### src/rtl/cos_pkg.sv
package cos_pkg;
  localparam int ADDR_W = 5;

  localparam logic [ADDR_W-1:0] OFS_RAW   = 5'h00;
  localparam logic [ADDR_W-1:0] OFS_SELHI = 5'h04;
  localparam logic [ADDR_W-1:0] OFS_SELLO = 5'h08;
  localparam logic [ADDR_W-1:0] OFS_CAUSE = 5'h0C;
  localparam logic [ADDR_W-1:0] OFS_CTRL  = 5'h10;

  localparam int CTRL_EN_BIT   = 2;
  localparam int CTRL_MODE_BIT = 1;
  localparam int CTRL_PEND_BIT = 0;

  typedef enum logic {
    COMB_EDGE  = 1'b0,
    COMB_LEVEL = 1'b1
  } comb_mode_e;
endpackage

### src/rtl/cos_sync.sv
module cos_sync #(
  parameter int W      = 32,
  parameter int STAGES = 2
) (
  input  logic         clk,
  input  logic         rst_n,
  input  logic [W-1:0] d,
  output logic [W-1:0] q
);
  logic [W-1:0] stg [STAGES];

  genvar i;
  generate
    for (i = 0; i < STAGES; i++) begin : g_stage
      if (i == 0) begin : g_first
        always_ff @(posedge clk or negedge rst_n) begin
          if (!rst_n) stg[i] <= '0;
          else        stg[i] <= d;
        end
      end else begin : g_rest
        always_ff @(posedge clk or negedge rst_n) begin
          if (!rst_n) stg[i] <= '0;
          else        stg[i] <= stg[i-1];
        end
      end
    end
  endgenerate

  assign q = stg[STAGES-1];
endmodule

### src/rtl/cos_detect.sv
module cos_detect
  import cos_pkg::*;
#(
  parameter int N = 16
) (
  input  logic       clk,
  input  logic       rst_n,
  input  logic [N-1:0] smp,
  input  logic       en,
  input  comb_mode_e mode,
  input  logic [N-1:0] sel_hi,
  input  logic [N-1:0] sel_lo,
  output logic [N-1:0] hit,
  output logic       level_fire
);
  logic [N-1:0] prev;
  logic [N-1:0] rise, fall, chg, sel, ok, edge_hit;
  logic         cond, level_on, armed;

  always_ff @(posedge clk or negedge rst_n) begin
    if (!rst_n) prev <= '0;
    else        prev <= smp;
  end

  assign rise     = smp & ~prev;
  assign fall     = ~smp & prev;
  assign chg      = smp ^ prev;
  assign edge_hit = (rise & sel_hi) | (fall & sel_lo);

  assign sel  = sel_hi | sel_lo;
  assign ok   = (smp & sel_hi) | (~smp & sel_lo);
  assign cond = (|sel) && ((ok & sel) == sel);

  assign level_on   = en && (mode == COMB_LEVEL);
  assign level_fire = level_on && cond && armed;

  // Re-arm only on a level change of a selected channel after firing.
  always_ff @(posedge clk or negedge rst_n) begin
    if (!rst_n)              armed <= 1'b1;
    else if (!level_on)      armed <= 1'b1;
    else if (level_fire)     armed <= 1'b0;
    else if (|(chg & sel))   armed <= 1'b1;
  end

  always_comb begin
    hit = '0;
    if (en) begin
      if (mode == COMB_EDGE) hit = edge_hit;
      else if (level_fire)   hit = sel;
    end
  end
endmodule

### src/rtl/cos_status.sv
module cos_status #(
  parameter int N = 16
) (
  input  logic         clk,
  input  logic         rst_n,
  input  logic [N-1:0] hit,
  input  logic         rd_clr,
  output logic [N-1:0] cause,
  output logic         pending
);
  always_ff @(posedge clk or negedge rst_n) begin
    if (!rst_n)      cause <= '0;
    else if (rd_clr) cause <= hit;
    else             cause <= cause | hit;
  end

  assign pending = |cause;
endmodule

### src/rtl/cos_irq_ctrl.sv
module cos_irq_ctrl
  import cos_pkg::*;
#(
  parameter int DATA_W      = 32,
  parameter int IRQ_W       = 16,
  parameter int SYNC_STAGES = 2
) (
  input  logic              clk,
  input  logic              rst_n,
  input  logic [DATA_W-1:0] din,
  input  logic [ADDR_W-1:0] bus_addr,
  input  logic              bus_wr,
  input  logic              bus_rd,
  input  logic [DATA_W-1:0] bus_wdata,
  output logic [DATA_W-1:0] bus_rdata,
  output logic              irq
);
  localparam int PAD_W = DATA_W - IRQ_W;

  logic [DATA_W-1:0] din_s;
  logic [IRQ_W-1:0]  sel_hi, sel_lo, hit_w, cause_q;
  logic              ctrl_en, pend, rd_clr, and_fire;
  comb_mode_e        ctrl_mode;

  cos_sync #(.W(DATA_W), .STAGES(SYNC_STAGES)) u_sync (
    .clk(clk), .rst_n(rst_n), .d(din), .q(din_s)
  );

  cos_detect #(.N(IRQ_W)) u_det (
    .clk(clk), .rst_n(rst_n), .smp(din_s[IRQ_W-1:0]),
    .en(ctrl_en), .mode(ctrl_mode), .sel_hi(sel_hi), .sel_lo(sel_lo),
    .hit(hit_w), .level_fire(and_fire)
  );

  assign rd_clr = bus_rd && (bus_addr == OFS_CAUSE);

  cos_status #(.N(IRQ_W)) u_stat (
    .clk(clk), .rst_n(rst_n), .hit(hit_w), .rd_clr(rd_clr),
    .cause(cause_q), .pending(pend)
  );

  always_ff @(posedge clk or negedge rst_n) begin
    if (!rst_n) begin
      sel_hi    <= '0;
      sel_lo    <= '0;
      ctrl_en   <= 1'b0;
      ctrl_mode <= COMB_EDGE;
    end else if (bus_wr) begin
      case (bus_addr)
        OFS_SELHI: sel_hi <= bus_wdata[IRQ_W-1:0];
        OFS_SELLO: sel_lo <= bus_wdata[IRQ_W-1:0];
        OFS_CTRL: begin
          ctrl_en <= bus_wdata[CTRL_EN_BIT];
          // mode is only taken when enabling, so disable keeps it
          if (bus_wdata[CTRL_EN_BIT])
            ctrl_mode <= comb_mode_e'(bus_wdata[CTRL_MODE_BIT]);
        end
        default: ;
      endcase
    end
  end

  always_comb begin
    bus_rdata = '0;
    case (bus_addr)
      OFS_RAW:   bus_rdata = din_s;
      OFS_SELHI: bus_rdata = {{PAD_W{1'b0}}, sel_hi};
      OFS_SELLO: bus_rdata = {{PAD_W{1'b0}}, sel_lo};
      OFS_CAUSE: bus_rdata = {{PAD_W{1'b0}}, cause_q};
      OFS_CTRL: begin
        bus_rdata[CTRL_EN_BIT]   = ctrl_en;
        bus_rdata[CTRL_MODE_BIT] = ctrl_mode;
        bus_rdata[CTRL_PEND_BIT] = pend;
      end
      default: ;
    endcase
  end

  assign irq = ctrl_en && pend;
endmodule

### config.mk
export PLATFORM = sky130hd
export DESIGN_NAME = cos_irq_ctrl
export DESIGN_NICKNAME = d
export VERILOG_FILES = /design/src/rtl/cos_pkg.sv /design/src/rtl/cos_sync.sv /design/src/rtl/cos_detect.sv /design/src/rtl/cos_status.sv /design/src/rtl/cos_irq_ctrl.sv
export SDC_FILE = /design/constraint.sdc
export NUM_CORES = 1
export LEC_CHECK = 0
export BUFFER_PORTS_ARGS = -buffer_cell sky130_fd_sc_hd__buf_2
export CAP_MARGIN = 20
export CORE_MARGIN = 5
export CORE_UTILIZATION = 52
export DETAILED_ROUTE_END_ITERATION = 6
export GPL_ROUTABILITY_DRIVEN = 0
export PLACE_DENSITY = 0.81
export SYNTH_ARGS = -nofsm -noshare
export SYNTH_HDL_FRONTEND = slang
export SYNTH_SLANG_ARGS = --single-unit
### constraint.sdc
create_clock -name clk -period 2.21 [get_ports clk]
set_clock_uncertainty 0.15 [all_clocks]
set_input_delay 0.3315 -clock clk [delete_from_list [all_inputs] [get_ports clk]]
set_output_delay 0.3315 -clock clk [all_outputs]
set_load 0.05 [all_outputs]
# Word level (Yosys, flattened, before mapping)
# Index checks and enable logic that the tools add are counted.
[classes]
n_shift = 0
n_eq_ne = 6
n_lt_le_gt_ge = 0
bitwise = 15
multipliers = 0
n_addsub = 0
n_reduce_logical = 14
n_div = 0
muxes = 9
[op_table]
columns = ["operator", "count"]
rows = [
  ["AND 16 bit", 8],
  ["case mux 29 bit (4 select lines)", 1],
  ["two-way mux 16 bit", 4],
  ["OR 16 bit", 4],
  ["OR reduction 16 bit", 3],
  ["NOT 16 bit", 2],
  ["equality test 16 bit", 1],
  ["XOR 16 bit", 1],
  ["case mux 3 bit (5 select lines)", 1],
  ["equality test 5 x 4 -> 1 bit (second input constant)", 2],
  ["logical AND 1 bit", 6],
  ["AND reduction 2 bit", 3],
  ["equality test 5 x 3 -> 1 bit (second input constant)", 1],
  ["equality test 5 bit (second input constant)", 1],
  ["logical NOT 5 bit", 1],
  ["two-way mux 1 bit", 3],
  ["inequality test 3 bit (second input constant)", 1],
  ["AND reduction 3 bit", 1],
]
[word_totals]
regBits = 131
mem_bits_rw = 0
mem_bits_ro = 0
elab_cells = 53
latchBits = 0
output_inout_bits = 33
mem_count = 0

# Logic depth before layout (Yosys ltp)
[logic_depth]
word_depth = 13
depth_mapped = 8

# Hierarchy
# Synthesis repeated with hierarchy kept, for this count alone.
[unflattened]
cells_unflattened = 550
area_unflattened_um2 = 6396.1
[modules_own_cells]
columns = ["mod", "area_each_um2", "cells_per_inst", "n_inst"]
rows = [
  ["cos_detect", 2028.2, 250, 1],
  ["cos_irq_ctrl", 1958.1, 165, 1],
  ["cos_sync", 1841.8, 96, 1],
  ["cos_status", 568.0, 39, 1],
]

# Least setup slack after synthesis
# OpenSTA, ideal clock, no wires.
[synth_timing]
kind = "input to output"
startpoint = "input port bus_addr[4]"
endpoint = "output port bus_rdata[1]"
path_buffers = 3
slack_ns = -0.692
arrival_ns = 2.420
stages = 5
cell_sequence = "buf_6 > or4b_4 > buf_6 > clkbuf_1 > o21ai_0"
[synth_via]
elab_chain_cells = 2
elab_cells_between_ends = 6
cone_classes = "eq/ne: 4; mux: 1; reduce/logical: 1"
[synth_rtl]
columns = ["element", "line_no", "text"]
rows = [
  ["start: declaration", "cos_irq_ctrl.sv:11", "input logic [ADDR_W-1:0] bus_addr,"],
  ["equality test 5 bit (tied with other cells)", "cos_irq_ctrl.sv:65", "case (bus_addr)"],
  ["case mux 3 bit (5 select lines) (*)", "cos_irq_ctrl.sv:65", ""],
  ["end: declaration", "cos_irq_ctrl.sv:15", "output logic [DATA_W-1:0] bus_rdata,"],
]
# Every way passes the cells marked *; elsewhere a longest branch is shown, timed or not.

# Worst setup path in the final report
[layout_timing]
startpoint = "register u_stat.cause[0]"
endpoint = "output port bus_rdata[0]"
[layout_via]
elab_chain_cells = 2
[layout_rtl]
columns = ["element", "line_no", "text"]
rows = [
  ["start: declaration", "cos_status.sv:8", "output logic [N-1:0] cause,"],
  ["start signal: assignment", "cos_status.sv:13", "else if (rd_clr) cause <= hit;"],
  ["start signal: assignment", "cos_status.sv:14", "else cause <= cause | hit;"],
  ["OR reduction 16 bit", "cos_status.sv:17", "assign pending = |cause;"],
  ["case mux 3 bit (5 select lines) (*)", "cos_irq_ctrl.sv:65", ""],
]
# Marks and branches as above.

==> flow_summary.json <==
{
  "vias_per_cell": 5.82,
  "htree_levels": 4,
  "rsz0062_at_grt": "yes",
  "rows": 38,
  "portBuffers": 89,
  "cellLeakagePower_nw": 3.82,
  "clock.fmax_mhz": 407,
  "cap_violations": 0,
  "avgRoutedWirePerCell_um": 19.7,
  "clockRootBuffer": "clkbuf_16",
  "syn2layout_area_growth_pct": 38.4,
  "fin_crit_ns": 2.46,
  "grt_max_degree": 51,
  "crit_type": "register to output port",
  "p_total_mw": 7.13,
  "initial_utilization_pct": 53.7,
  "cts_made_buffers": 17,
  "grt_pass1_vias": 5106,
  "yosys-mux-area-fraction_pct": 10.2,
  "cp_slowest_cell": "dfrtp_1",
  "fin_cells": 811,
  "cts.path.max_buffers": 2,
  "max_slew_margin_pct": 63.0,
  "drtPass1Iterations": 5,
  "grt_first_pass_wirelength_mm": 25.8,
  "synth_adder_area_share_pct": 6.79,
  "worst_slack_ns": -0.247,
  "die_x_um": 117,
  "dp.cells": 731,
  "cp_slowest_stage_delay_ns": 0.41,
  "grt_antenna_before_repair": 0,
  "violations": "setup timing",
  "worstPathRequired_ns": 1.73,
  "powerDensity_mw_per_mm2": 873,
  "dr_total_vias": 4720,
  "synth_top_family_by_area": "simple AND/OR/NAND/NOR gates",
  "layout_commonest_cell": "dfrtp_1",
  "layout_common_cells": "dfrtp_1 (130), buf_2 (55), nor2_1 (48)",
  "coreArea_mm2": 0.0110,
  "setup_viol": 11,
  "worstMarginPinSlew_ns": 0.556,
  "synthCells": 495,
  "syn-num-nets": 600,
  "synth_compound_area_share_pct": 10.7,
  "dieArea_mm2": 0.0136,
  "end_kind": "output port",
  "seq_area_mm2": 0.00328,
  "dp_slack_ns": -0.0853,
  "synth_seq_area_share_pct": 55.6,
  "dpl.hpwl_mm": 9.89,
  "path_delay_family": "simple AND/OR/NAND/NOR gates",
  "cts_tree": "yes",
  "layout.nets": 764,
  "grt_use_total_pct": 25.2,
  "clkLatencyLatePin_ns": 0.41,
  "fin_crit_sh_pct": 111,
  "finalMaxSlewViolations": 0,
  "drt_iter0_drc": 373,
  "startpoint_type": "register",
  "drive_gt1_share_pct": 33.8,
  "syn_area_per_cell_um2": 11.9,
  "critPathMaxFanout": 2,
  "finalWirelength_mm": 16.0,
  "syn_area_mm2": 0.00590,
  "clk_transition_reported_paths_ns": 0.05,
  "antenna_cells": 0,
  "ir_drop_uv": 656,
  "ios": 106,
  "fillers": 688,
  "cp.arrival_ns": 1.98,
  "hold_viol": 0,
  "holdCritPathClass": "primary input to register",
  "synthSimpleGateAreaFrac_pct": 12.9,
  "crit_buf_inv": 1,
  "clkSinkCount": 131,
  "die_y_um": 117,
  "ant_nets": 0,
  "synth-xor-area-share_pct": 0,
  "path_cells": "nor4_2 -> nand4_1 -> mux2i_2 -> o221ai_4 -> buf_6",
  "grt_overflow": 0,
  "synth-seq-cells": 131,
  "status": "finished with violations",
  "synth_cell_types": 39,
  "drc": 0,
  "yosysWarnings": 0,
  "multiInputGateArea_mm2": 0.00254
}
==> flip-flops by register name, indices dropped and copies added (netlist names) <==
signal	flops
sel_lo	16
u_det.prev	16
u_sync.q	32
sel_hi	16
u_det.armed	1
u_sync.stg	32
ctrl_en	1
u_stat.cause	16
ctrl_mode	1
==> power by group <==
group          total (mW)  internal [mW]  switching [mW]
Clock                2.64           1.65           0.987
Sequential           3.10           2.72           0.378
Combinational        1.39          0.675           0.715
==> final timing paths <==
path | startpoint | to | slack (ns) | depth (start not counted)
setup / recovery | u_stat.cause[0] | bus_rdata[0] | -0.25 | 5
hold / removal | bus_wdata[14] | sel_lo[14] | 0.02 | 2
hold reg to reg | u_sync.stg[46] | u_sync.q[14] | 0.20 | 0
setup reg to reg | sel_lo[6] | u_stat.cause[0] | 0.04 | 6
max in group asynchronous | rst_n | sel_hi[10] | 0.99 | 3
min in group asynchronous | rst_n | u_sync.stg[34] | 0.29 | 2
==> logic make-up after synthesis <==
group / count (synthesis)
fa+ha+maj: 32
mux: 52
flops: 131
compound gates: 90
simple gates: 139
buf+inv: 51
==> routing by layer <==
metal	wire, um	GRT usage [%]	up-vias
met4	504	10.7	0
met2	7980	42.3	238
li1	-	-	2101
met5	0	0	-
met1	6240	30.7	2335
met3	1240	6.84	46
==> cell usage after synthesis, drive strengths merged <==
library cell / instances / area share [%]
dfrtp: 130 / 55
nor2: 50 / 3.2
mux2: 33 / 6.9
ha: 32 / 6.8
inv: 32 / 2.0
a21oi: 19 / 1.6
mux2i: 19 / 3.2
and2: 17 / 1.8
a221o: 16 / 2.7
nand2: 16 / 1.0
nand2b: 15 / 1.6
nor4: 15 / 1.8
a22oi: 13 / 1.7
o22ai: 13 / 1.4
o31ai: 13 / 1.7
buf: 10 / 1.2
nand3b: 10 / 1.5
o21ai: 10 / 0.85
clkbuf: 8 / 0.51
nand4: 6 / 0.64
nor3b: 5 / 0.64
o41ai: 3 / 0.45
nand3: 2 / 0.25
clkinv: 1 / 0.085
dfstp: 1 / 0.45
o2111ai: 1 / 0.15
o21a: 1 / 0.13
o221ai: 1 / 0.15
or3: 1 / 0.11
or4: 1 / 0.13
or4b: 1 / 0.23
==> per-stage QoR <==
| stage | hold slack, ns | instance area [um^2] | utilization, % | TNS (ns) |
|---|---|---|---|---|
| finish | 0.0183 | 8170 | 74.3 | -0.527 |
| global route | 0.0133 | 8170 | 74.3 | -0.914 |
| CTS | 0.00313 | 8110 | 73.9 | -0.718 |
| detailed placement | 0.159 | 6770 | 61.6 | -1.68 |
| global placement | 0.148 | 6770 | 61.6 | -1.50 |
| floorplan | -0.114 | 5990 | - | -0.102 |
==> layout make-up <==
class	instances	area share, %
flip-flops and latches	131	40.2
multi-input cells	313	31.1
repair buffers	163	18.1
clock buffers	23	5.98
well taps	140	2.15
inverters	33	1.53
clock inverters	8	0.950
==> repair_timing <==
item,CTS,global route
endpoints found under the setup margin,33,33
hold endpoints to repair,84,0
resized for setup,81,13
cloned,3,0
hold buffers,39,0
pin swaps,13,7
setup buffers,4,4
Power figures use the tool's default switching activity.
